### config.mk
export PLATFORM = sky130hd
export DESIGN_NAME = cap_alloc_ctrl
export DESIGN_NICKNAME = d
export VERILOG_FILES = /design/src/rtl/cap_alloc_pkg.sv /design/src/rtl/cap_alloc_table.sv /design/src/rtl/cap_alloc_check.sv /design/src/rtl/cap_alloc_bus.sv /design/src/rtl/cap_alloc_ctrl.sv
export SDC_FILE = /design/constraint.sdc
export NUM_CORES = 2
export LEC_CHECK = 0
export CORE_ASPECT_RATIO = 1.4
export CORE_MARGIN = 10
export CORE_UTILIZATION = 55
export DETAILED_ROUTE_END_ITERATION = 6
export GPL_ROUTABILITY_DRIVEN = 0
export PLACE_DENSITY = 0.8
export SYNTH_ARGS = -nofsm -noshare
export SYNTH_HDL_FRONTEND = slang
export SYNTH_HIERARCHICAL = 1
export SYNTH_SLANG_ARGS = --single-unit
### constraint.sdc
create_clock -name clk -period 5.2 [get_ports clk]
set_input_delay 1.04 -clock clk [delete_from_list [all_inputs] [get_ports clk]]
set_output_delay 1.04 -clock clk [all_outputs]
set_load 0.01 [all_outputs]
### src/rtl/cap_alloc_pkg.sv
// Package: shared field codes and the request type of the capacity allocation controller.
// Assumes: op and status codes match the register layout in the brief.
package cap_alloc_pkg;
    localparam logic [4:0] OP_STORE = 5'd1;
    localparam logic [4:0] OP_LOAD  = 5'd2;
    localparam logic [4:0] OP_FLUSH = 5'd3;

    localparam logic [6:0] ST_NONE     = 7'd0;
    localparam logic [6:0] ST_OK       = 7'd1;
    localparam logic [6:0] ST_BAD_OP   = 7'd2;
    localparam logic [6:0] ST_BAD_RCID = 7'd3;
    localparam logic [6:0] ST_BAD_AT   = 7'd4;
    localparam logic [6:0] ST_BAD_MASK = 7'd5;

    typedef struct packed {
        logic [11:0] rcid;
        logic        atv;
        logic [2:0]  at;
        logic [4:0]  op;
    } ctl_req_t;
endpackage

### src/rtl/cap_alloc_table.sv
// Module: mask storage, one NCBLKS-bit entry per (ID, access type) pair.
// Assumes: entry index = ID*2 + type; the caller only writes valid indices.
module cap_alloc_table #(
    parameter int NCBLKS  = 16,
    parameter int ENTRIES = 32,
    parameter int IDX_W   = 5
) (
    input  logic                        clk,
    input  logic                        rst_n,
    input  logic                        wr_en,
    input  logic [IDX_W-1:0]            idx,
    input  logic [NCBLKS-1:0]           wr_mask,
    output logic [NCBLKS-1:0]           rd_mask,
    output logic [ENTRIES*NCBLKS-1:0]   flat
);
    for (genvar e = 0; e < ENTRIES; e++) begin : g_ent
        logic [NCBLKS-1:0] q;
        // Entry register: ID 0 owns every block at reset, others start empty.
        always_ff @(posedge clk) begin
            if (!rst_n)
                q <= (e < 2) ? {NCBLKS{1'b1}} : {NCBLKS{1'b0}};
            else if (wr_en && idx == IDX_W'(e))
                q <= wr_mask;
        end
        assign flat[e*NCBLKS +: NCBLKS] = q;
    end

    // Read port: selects the addressed entry.
    always_comb rd_mask = flat[int'(idx)*NCBLKS +: NCBLKS];
endmodule

### src/rtl/cap_alloc_check.sv
// Module: validates the latched request and decides the action and status.
// Assumes: checks run in order ID, access type, op, then mask.
module cap_alloc_check
    import cap_alloc_pkg::*;
#(
    parameter int          NCBLKS = 16,
    parameter int          NRCID  = 16,
    parameter int          MASK_W = 64,
    parameter int          IDX_W  = 5,
    parameter logic [7:0]  AT_SUP = 8'h03
) (
    input  ctl_req_t            req,
    input  logic [MASK_W-1:0]   stage,
    output logic [6:0]          status,
    output logic                store,
    output logic                load,
    output logic [IDX_W-1:0]    idx
);
    localparam logic [12:0]       RCID_LIM = 13'(NRCID);
    localparam logic [MASK_W-1:0] LEGAL    = ~({MASK_W{1'b1}} << NCBLKS);

    logic at_eff;

    // Effective type: field used only when flagged valid.
    always_comb begin
        at_eff = req.atv ? req.at[0] : 1'b0;
        idx    = IDX_W'({req.rcid, at_eff});
    end

    // Ordered validation and action decode.
    always_comb begin
        status = ST_OK;
        store  = 1'b0;
        load   = 1'b0;
        if ({1'b0, req.rcid} >= RCID_LIM) begin
            status = ST_BAD_RCID;
        end else if (req.atv && !AT_SUP[req.at]) begin
            status = ST_BAD_AT;
        end else begin
            case (req.op)
                OP_STORE: begin
                    if (stage == '0 || (stage & ~LEGAL) != '0)
                        status = ST_BAD_MASK;
                    else
                        store = 1'b1;
                end
                OP_LOAD:  load = 1'b1;
                OP_FLUSH: ;
                default:  status = ST_BAD_OP;
            endcase
        end
    end
endmodule

### src/rtl/cap_alloc_bus.sv
// Module: register bus decode, control/status registers, staging mask and read data.
// Assumes: 8-byte accesses are aligned; 4-byte accesses use lanes [31:0].
module cap_alloc_bus
    import cap_alloc_pkg::*;
#(
    parameter int ADDR_W = 12,
    parameter int SLOTS  = 1,
    parameter int MASK_W = 64
) (
    input  logic                clk,
    input  logic                rst_n,
    input  logic                bus_en,
    input  logic                bus_we,
    input  logic                bus_wide,
    input  logic [ADDR_W-1:0]   bus_addr,
    input  logic [63:0]         bus_wdata,
    output logic [63:0]         bus_rdata,
    output ctl_req_t            req,
    output logic                busy,
    output logic [6:0]          status,
    output logic [MASK_W-1:0]   stage,
    input  logic [6:0]          done_status,
    input  logic                load_en,
    input  logic [MASK_W-1:0]   load_mask
);
    localparam int WORD_W = ADDR_W - 3;

    logic [WORD_W-1:0] word;
    logic              wr_lo, wr_hi, accept;
    logic [31:0]       lo_data, hi_data;
    logic [63:0]       ctl64, rd_word;

    // Lane and word decode for the current access.
    always_comb begin
        word    = bus_addr[ADDR_W-1:3];
        wr_lo   = bus_en && bus_we && (bus_wide || !bus_addr[2]);
        wr_hi   = bus_en && bus_we && (bus_wide || bus_addr[2]);
        lo_data = bus_wdata[31:0];
        hi_data = bus_wide ? bus_wdata[63:32] : bus_wdata[31:0];
        accept  = wr_lo && word == '0 && !busy;
    end

    // Control fields: latched only by an accepted low-half write.
    always_ff @(posedge clk) begin
        if (!rst_n)
            req <= '0;
        else if (accept)
            req <= '{rcid: lo_data[23:12], atv: lo_data[8], at: lo_data[7:5], op: lo_data[4:0]};
    end

    // Busy and status: one execute cycle, then post the result.
    always_ff @(posedge clk) begin
        if (!rst_n) begin
            busy   <= 1'b0;
            status <= ST_NONE;
        end else if (busy) begin
            busy   <= 1'b0;
            status <= done_status;
        end else if (accept) begin
            busy <= 1'b1;
        end
    end

    // Staging mask: bus halves, overridden by a completing load.
    always_ff @(posedge clk) begin
        if (!rst_n) begin
            stage <= '0;
        end else if (load_en) begin
            stage <= load_mask;
        end else begin
            for (int s = 0; s < SLOTS; s++) begin
                if (word == WORD_W'(s + 1)) begin
                    if (wr_lo) stage[s*64 +: 32]      <= lo_data;
                    if (wr_hi) stage[s*64 + 32 +: 32] <= hi_data;
                end
            end
        end
    end

    // Read mux: control, staging slots, zero elsewhere.
    always_comb begin
        ctl64   = {24'b0, busy, status, 8'b0, req.rcid, 3'b0, req.atv, req.at, req.op};
        rd_word = '0;
        if (word == '0) rd_word = ctl64;
        for (int s = 0; s < SLOTS; s++) begin
            if (word == WORD_W'(s + 1)) rd_word = stage[s*64 +: 64];
        end
    end

    // Read data register: captured on a read request, held otherwise.
    always_ff @(posedge clk) begin
        if (!rst_n)
            bus_rdata <= '0;
        else if (bus_en && !bus_we)
            bus_rdata <= bus_wide ? rd_word
                                  : {32'b0, bus_addr[2] ? rd_word[63:32] : rd_word[31:0]};
    end
endmodule

### src/rtl/cap_alloc_ctrl.sv
// Module: top of the capacity allocation controller; joins bus, validator and table.
// Assumes: NRCID >= 2, AT_SUP uses only bits 1:0, ADDR_W large enough for all words.
module cap_alloc_ctrl
    import cap_alloc_pkg::*;
#(
    parameter int          NCBLKS = 16,
    parameter int          NRCID  = 16,
    parameter logic [7:0]  AT_SUP = 8'h03,
    parameter int          ADDR_W = 12
) (
    input  logic              clk,
    input  logic              rst_n,
    input  logic              bus_en,
    input  logic              bus_we,
    input  logic              bus_wide,
    input  logic [ADDR_W-1:0] bus_addr,
    input  logic [63:0]       bus_wdata,
    output logic [63:0]       bus_rdata
);
    localparam int SLOTS   = (NCBLKS + 63) / 64;
    localparam int MASK_W  = 64 * SLOTS;
    localparam int ENTRIES = 2 * NRCID;
    localparam int IDX_W   = $clog2(ENTRIES);

    ctl_req_t                  req;
    logic                      busy, store, load;
    logic [6:0]                status, chk_status;
    logic [MASK_W-1:0]         stage;
    logic [IDX_W-1:0]          idx;
    logic [NCBLKS-1:0]         rd_mask;
    logic [ENTRIES*NCBLKS-1:0] tbl_flat;

    cap_alloc_bus #(.ADDR_W(ADDR_W), .SLOTS(SLOTS), .MASK_W(MASK_W)) u_bus (
        .clk(clk), .rst_n(rst_n), .bus_en(bus_en), .bus_we(bus_we),
        .bus_wide(bus_wide), .bus_addr(bus_addr), .bus_wdata(bus_wdata),
        .bus_rdata(bus_rdata), .req(req), .busy(busy), .status(status),
        .stage(stage), .done_status(chk_status), .load_en(busy && load),
        .load_mask(MASK_W'(rd_mask))
    );

    cap_alloc_check #(.NCBLKS(NCBLKS), .NRCID(NRCID), .MASK_W(MASK_W),
                      .IDX_W(IDX_W), .AT_SUP(AT_SUP)) u_check (
        .req(req), .stage(stage), .status(chk_status), .store(store),
        .load(load), .idx(idx)
    );

    cap_alloc_table #(.NCBLKS(NCBLKS), .ENTRIES(ENTRIES), .IDX_W(IDX_W)) u_table (
        .clk(clk), .rst_n(rst_n), .wr_en(busy && store), .idx(idx),
        .wr_mask(stage[NCBLKS-1:0]), .rd_mask(rd_mask), .flat(tbl_flat)
    );
endmodule

==> After elaboration in Yosys (flattened, before gate mapping) <==
Memories as Yosys holds them, arrays and structs flattened. A register that Yosys moved wholly into a read port is not among the register bits.
Cells that the tools add are included.
{ "totals": {"mem_bits_ro": 8, "mem_count": 1, "inputBits": 81, "out_inout_bits": 64, "register_bits": 669, "wordCells": 166} }
{ "classes": {"n_reduce_logical": 60, "n_eq_ne": 35, "order_cmp": 2, "shifts": 1, "n_bitwise": 1, "muxes": 24} }
{ "mem_list": {"columns": ["name", "depth", "width", "read_ports", "rd_ports_with_merged_regs", "wr", "line", "source"], "rows": [
  ["(name not given)", 8, 1, 1, 1, 0, "cap_alloc_check.sv:37", "end else if (req.atv && !AT_SUP[req.at]) begin"]
]} }
{ "op_table": {"columns": ["cell", "n"], "rows": [
  ["$shiftx A512 B10 Y16", 1],
  ["$mux W64", 2],
  ["$eq A5 B5 Y1 const B", 16],
  ["$logic_not A64 Y1", 1],
  ["$mux W32", 2],
  ["$reduce_bool A64 Y1", 1],
  ["$mux W16", 3],
  ["$logic_and A1 B1 Y1", 41],
  ["$eq A5 B4 Y1 const B", 8],
  ["$mux W40", 1],
  ["$eq A5 B2 Y1 const B", 4],
  ["$eq A5 B3 Y1 const B", 4],
  ["$mux W7", 2],
  ["$pmux W7 S2", 1],
  ["$ge A12 B5 Y1 const B", 1],
  ["$eq A5 B1 Y1 const B", 2],
  ["$mux W1", 10],
  ["$eq A9 B1 Y1 const B", 1],
  ["$logic_not A9 Y1", 1],
  ["$mux W3", 3],
  ["$reduce_and A2 Y1", 3],
  ["$reduce_or A2 Y1", 3],
  ["$logic_not A5 Y1", 1],
  ["$logic_not A1 Y1", 4],
  ["other kinds (4)", 7]
]} }

==> Depth between registers and ports, before layout <==
{ "depth": {"word_depth": 9, "depth_mapped": 13, "ltp_nobuf": 10} }

==> Modules after synthesis <==
Netlist, hierarchy kept.
{ "modules_own_cells": {"columns": ["module", "area_each_um2", "cells_per_inst", "n_inst", "seq_area_each_um2"], "rows": [
  ["cap_alloc_table", 23377.4, 2721, 1, 10249.8],
  ["cap_alloc_bus", 7448.4, 836, 1, 3143.0],
  ["cap_alloc_check", 349.1, 52, 1, 0.0],
  ["cap_alloc_ctrl", 16.3, 3, 1, 0.0]
]} }

==> Least setup slack after synthesis <==
OpenSTA, ideal clock, no wires.
{ "synth_path": {"path_type": "reg2reg", "from": "register, netlist name u_bus/req[17]", "to": "register u_table.g_ent[28].q[11]", "stages_incl_launch_ff": 13, "t_arrival_ns": 2.631, "path_buffers": 3, "synth_period_minus_slack_ns": 2.753, "slack_ns": 2.447, "cell_sequence": "dfxtp_1 or4_4 nor2_4 nand3b_2 nor3_1 and2_1 buf_2 nand4_1 or3_1 clkbuf_1 clkbuf_1 nand2_1 a21boi_0"} }
{ "synth_via": {"elab_chain_cells": 4} }
{ "synth_lines": {"columns": ["element", "line", "source"], "rows": [
  ["$ge A12 B5 Y1", "cap_alloc_check.sv:35", "if ({1'b0, req.rcid} >= RCID_LIM) begin"],
  ["$mux W1", "cap_alloc_check.sv:35", null],
  ["via store", "cap_alloc_ctrl.sv:26", "logic busy, store, load;"],
  ["$logic_and A1 B1 Y1", "cap_alloc_ctrl.sv:48", ".clk(clk), .rst_n(rst_n), .wr_en(busy && store), .idx(idx),"],
  ["$logic_and A1 B1 Y1", "cap_alloc_table.sv:22", "else if (wr_en && idx == IDX_W'(e))"],
  ["to (signal assigned)", "cap_alloc_table.sv:21", "q <= (e < 2) ? {NCBLKS{1'b1}} : {NCBLKS{1'b0}};"],
  ["to (signal assigned)", "cap_alloc_table.sv:23", "q <= wr_mask;"],
  ["to (decl)", "cap_alloc_table.sv:17", "logic [NCBLKS-1:0] q;"]
]} }
The timed path passes the listed nets, and every way through them passes these cells.
A chain may end at the register's enable or synchronous reset.

==> Worst setup path after layout <==
{ "layout_path": {"from": "register, netlist name u_bus/req[8]", "to": "register u_bus.stage[12]"} }
{ "layout_via": {"elab_cells_between_ends": 10} }
{ "layout_rtl": {"columns": ["element", "line", "source"], "rows": [
  ["$mux W1", "cap_alloc_check.sv:26", "at_eff = req.atv ? req.at[0] : 1'b0;"],
  ["via idx[0]", "cap_alloc_ctrl.sv:29", "logic [IDX_W-1:0] idx;"],
  ["$shiftx A512 B10 Y16", "cap_alloc_table.sv:29", "always_comb rd_mask = flat[int'(idx)*NCBLKS +: NCBLKS];"],
  ["via rd_mask[12]", "cap_alloc_ctrl.sv:30", "logic [NCBLKS-1:0] rd_mask;"],
  ["$mux W16", "cap_alloc_bus.sv:68", "end else if (load_en) begin"],
  ["to (signal assigned)", "cap_alloc_bus.sv:69", "stage <= load_mask;"],
  ["to (signal, indexed assignment)", "cap_alloc_bus.sv:73", "if (wr_lo) stage[s*64 +: 32] <= lo_data;"],
  ["to (signal, indexed assignment)", "cap_alloc_bus.sv:74", "if (wr_hi) stage[s*64 + 32 +: 32] <= hi_data;"],
  ["to (decl)", "cap_alloc_bus.sv:21", "output logic [MASK_W-1:0] stage,"]
]} }
The timed path passes the listed nets, and every way through them passes these cells.

==> impl_metrics.tcl <==
set metrics [dict create \
    status "completed" \
    rsz0062_at_grt "no" \
    path_max_fanout 50 \
    ys_ff_latch 669 \
    num-nets-final 3682 \
    ctsResizeCount 0 \
    grt_pass1_wl_um 143000 \
    grt_max_degree 183 \
    grtUsageTotal 0.2639 \
    setup_viol 0 \
    p_int_mw 7.698 \
    drtIter0Drc 2717 \
    post-dp-hpwl_um 58430 \
    netlist.area_leader.share 0.4294 \
    p_sw_mw 2.094 \
    p_total_mw 9.792 \
    synth-warning-count 6 \
    clk_latency_ns 0.61 \
    synth_edf_count 0 \
    crit_path_start_kind "flip-flop" \
    post-cts-setup-buffers 0 \
    remaining_drc_errors 0 \
    clkTransAtPathRegs_ns 0.07 \
    area_growth_pct 11.51 \
    combPwrFrac 0.032 \
    initial_core_util 0.5538 \
    critPathArrivalTime_ns 4.45 \
    fin_crit_ns 3.982 \
    netlist_area_um2 31190 \
    hp-class "flip-flop to flip-flop" \
    holdWs_ns 0.4483 \
    cts_buffers 58 \
    die_area_um2 66770 \
    antenna_cells 0 \
    clock_sinks 669 \
    io_buffers 142 \
    drt_pass1_iterations 6 \
    ys.flop_type "dfxtp_1" \
    cp-end-kind "flip-flop" \
    required_ns 5.67 \
    wire_per_inst_um 21.03 \
    post-route-period-util 0.7658 \
    drive_above_1_share 0.09841 \
    synthTopCellsByArea "dfxtp_1, nand2_1, a21boi_0" \
    core_area_um2 56320 \
    p_leak_nw 11.42 \
    clockRootBuffer "clkbuf_16" \
    antenna_found_initial 0 \
    totalWireLength_um 92180 \
    p_per_area_nw_per_um2 281.5 \
    synth_cells 3612 \
    vias 26362 \
    slew_violations 0 \
    swShare 0.2139 \
    async_flop_share 0 \
    max-clock-path-buffers 3 \
    pwr-share-seq 0.523 \
    ant_nets 0 \
    worstMarginPinSlew_ns 1.333 \
    worst-setup-path-type "flip-flop to flip-flop" \
    clkPwrFrac 0.445 \
    relSlewSlack 0.1091 \
    avgSynthCellArea_um2 8.635 \
    floorplan.die.width_um 221.3 \
    dp.cells 4276 \
    htreeDepth 2 \
    instances_no_fill 4383 \
    die_h_um 301.8 \
    grt_pass1_vias 24956 \
    finalClockSkew_ns 0.01862 \
    cts_tree "yes" \
    cts_hold_buf 0 \
    fmax_ghz 0.2511 \
    io-pin-count 145 \
    vias_per_cell 6.015 \
    seq_area_frac_synth 0.4294 \
    hold_viol_final 0 \
    cap_violations 0 \
    reg2reg_slack_ns 1.22 \
    tns_ns 0 \
    grt-ovfl-total 0 \
    vdd_ir_drop_max_v 0.0002377 \
    rows 103 \
    synth_area_leader_cell "dfxtp_1" \
    yosys.cell_types.count 74 \
]
[registers in the layout (all words and copies together), names as in the netlist]
name,flops
u_table/g_ent.q,512
u_bus/bus_rdata,64
u_bus/stage,64
u_bus/req,21
u_bus/status,7
u_bus/busy,1
[logic make-up (layout without fill, tap and decap cells)]
group                  Yosys count  after routing  synth area share
multiplexers                   310            310            0.1302
flip-flops                     669            669            0.4294
AO/OA/AOI/OAI                  812            812            0.1905
other                            2             52         0.0002408
AND/OR/NAND/NOR               1477           1477            0.2008
buffers and inverters          342            328           0.04890
[metal layers]
layer	vias to the layer above	part of all wire	GRT usage
li1	12285	-	-
met1	12684	0.39	0.3209
met2	1168	0.48	0.4453
met3	225	0.072	0.03216
met4	0	0.057	0.1541
met5	-	0	0
[path summary, 6_finish.rpt]
| kind | startpoint | end | depth (start not counted) |
|---|---|---|---|
| setup / recovery | u_bus/req[8]$_SDFFE_PN0P_ | u_bus/stage[12]$_SDFFE_PN0P_ | 7 |
| hold / removal | u_bus/bus_rdata[30]$_SDFFE_PN0P_ | u_bus/bus_rdata[30]$_SDFFE_PN0P_ | 2 |
| setup reg to reg | u_bus/req[8]$_SDFFE_PN0P_ | u_bus/stage[12]$_SDFFE_PN0P_ | 7 |
| hold reg to reg | u_bus/bus_rdata[30]$_SDFFE_PN0P_ | u_bus/bus_rdata[30]$_SDFFE_PN0P_ | 2 |
[per-stage QoR]
stage | utilization | area, um^2 | worst slack, ns
final | 0.6176 | 34780 | 1.218
after global routing | 0.6176 | 34780 | 1.124
after CTS | 0.6176 | 34780 | 1.384
after detailed placement | 0.5835 | 32860 | 1.411
after global placement | 0.5835 | 32860 | 1.492
after floorplan | - | 31380 | 2.447
[synthesized netlist by cell type, drive strengths merged, types with 4 or more instances]
cell type     n
o211ai       32
or3           7
nor4         23
mux2i       208
nand2b        5
nor3         11
nand4         4
mux2         29
a22oi        51
or2          42
or4           6
nand3b        5
o2111ai      33
o21ai        81
o22ai        30
buf          92
a2111oi       8
nor2b        43
nand3        57
clkbuf      247
nor2         38
a31oi         8
nand2      1202
a32oi         8
o221ai       15
a221oi        7
a21oi        14
mux4         73
a21boi      514
dfxtp       669
and2         14
[worst max-delay path, cell delays in order (launching register included)]
cell       delay (ns)
dfxtp_1          0.42
and2_4           0.67
or3b_1           1.00
o22ai_1          0.17
a2111oi_1        1.10
a31oi_1          0.10
o211ai_1         0.25
mux2i_1          0.10
[layout by cell type (no fill, tap or decap), drive strengths merged, types with 8 or more instances in the layout]
master,netlist,layout
nand3,57,57
mux2i,208,208
a21oi,14,14
or2,42,42
a31oi,8,8
mux2,29,29
o22ai,30,30
clkbuf,247,87
buf,92,79
nand2,1202,1202
mux4,73,73
nor2,38,38
clkdlybuf4s50,0,139
dfxtp,669,669
nor3,11,11
clkinv,0,12
a21boi,514,514
o211ai,32,32
conb,2,52
nor4,23,23
a2111oi,8,8
o221ai,15,15
a32oi,8,8
o2111ai,33,33
a22oi,51,51
o21ai,81,81
nor2b,43,43
and2,14,14
[power by group through the flow]
stage          combinational (mW)  clock, mW  sequential (mW)
3_5_place_dp                0.305          0             5.24
2_1_floorplan               0.196          0             5.24
3_3_place_gp                0.305          0             5.24
6_report                    0.310       4.36             5.12
5_1_grt                     0.331       4.60             5.12
4_1_cts                     0.306       4.41             5.12
[cell type report]
class / count / area (um^2)
fillers: 4672 / 21540
multi-input cells: 2651 / 16490
flip-flops and latches: 669 / 13400
repair buffers: 218 / 2037
clock buffers: 87 / 1754
well taps: 735 / 919.6
clock inverters: 20 / 165.2
inverters: 3 / 11.26
Power figures use the tool's default switching activity.
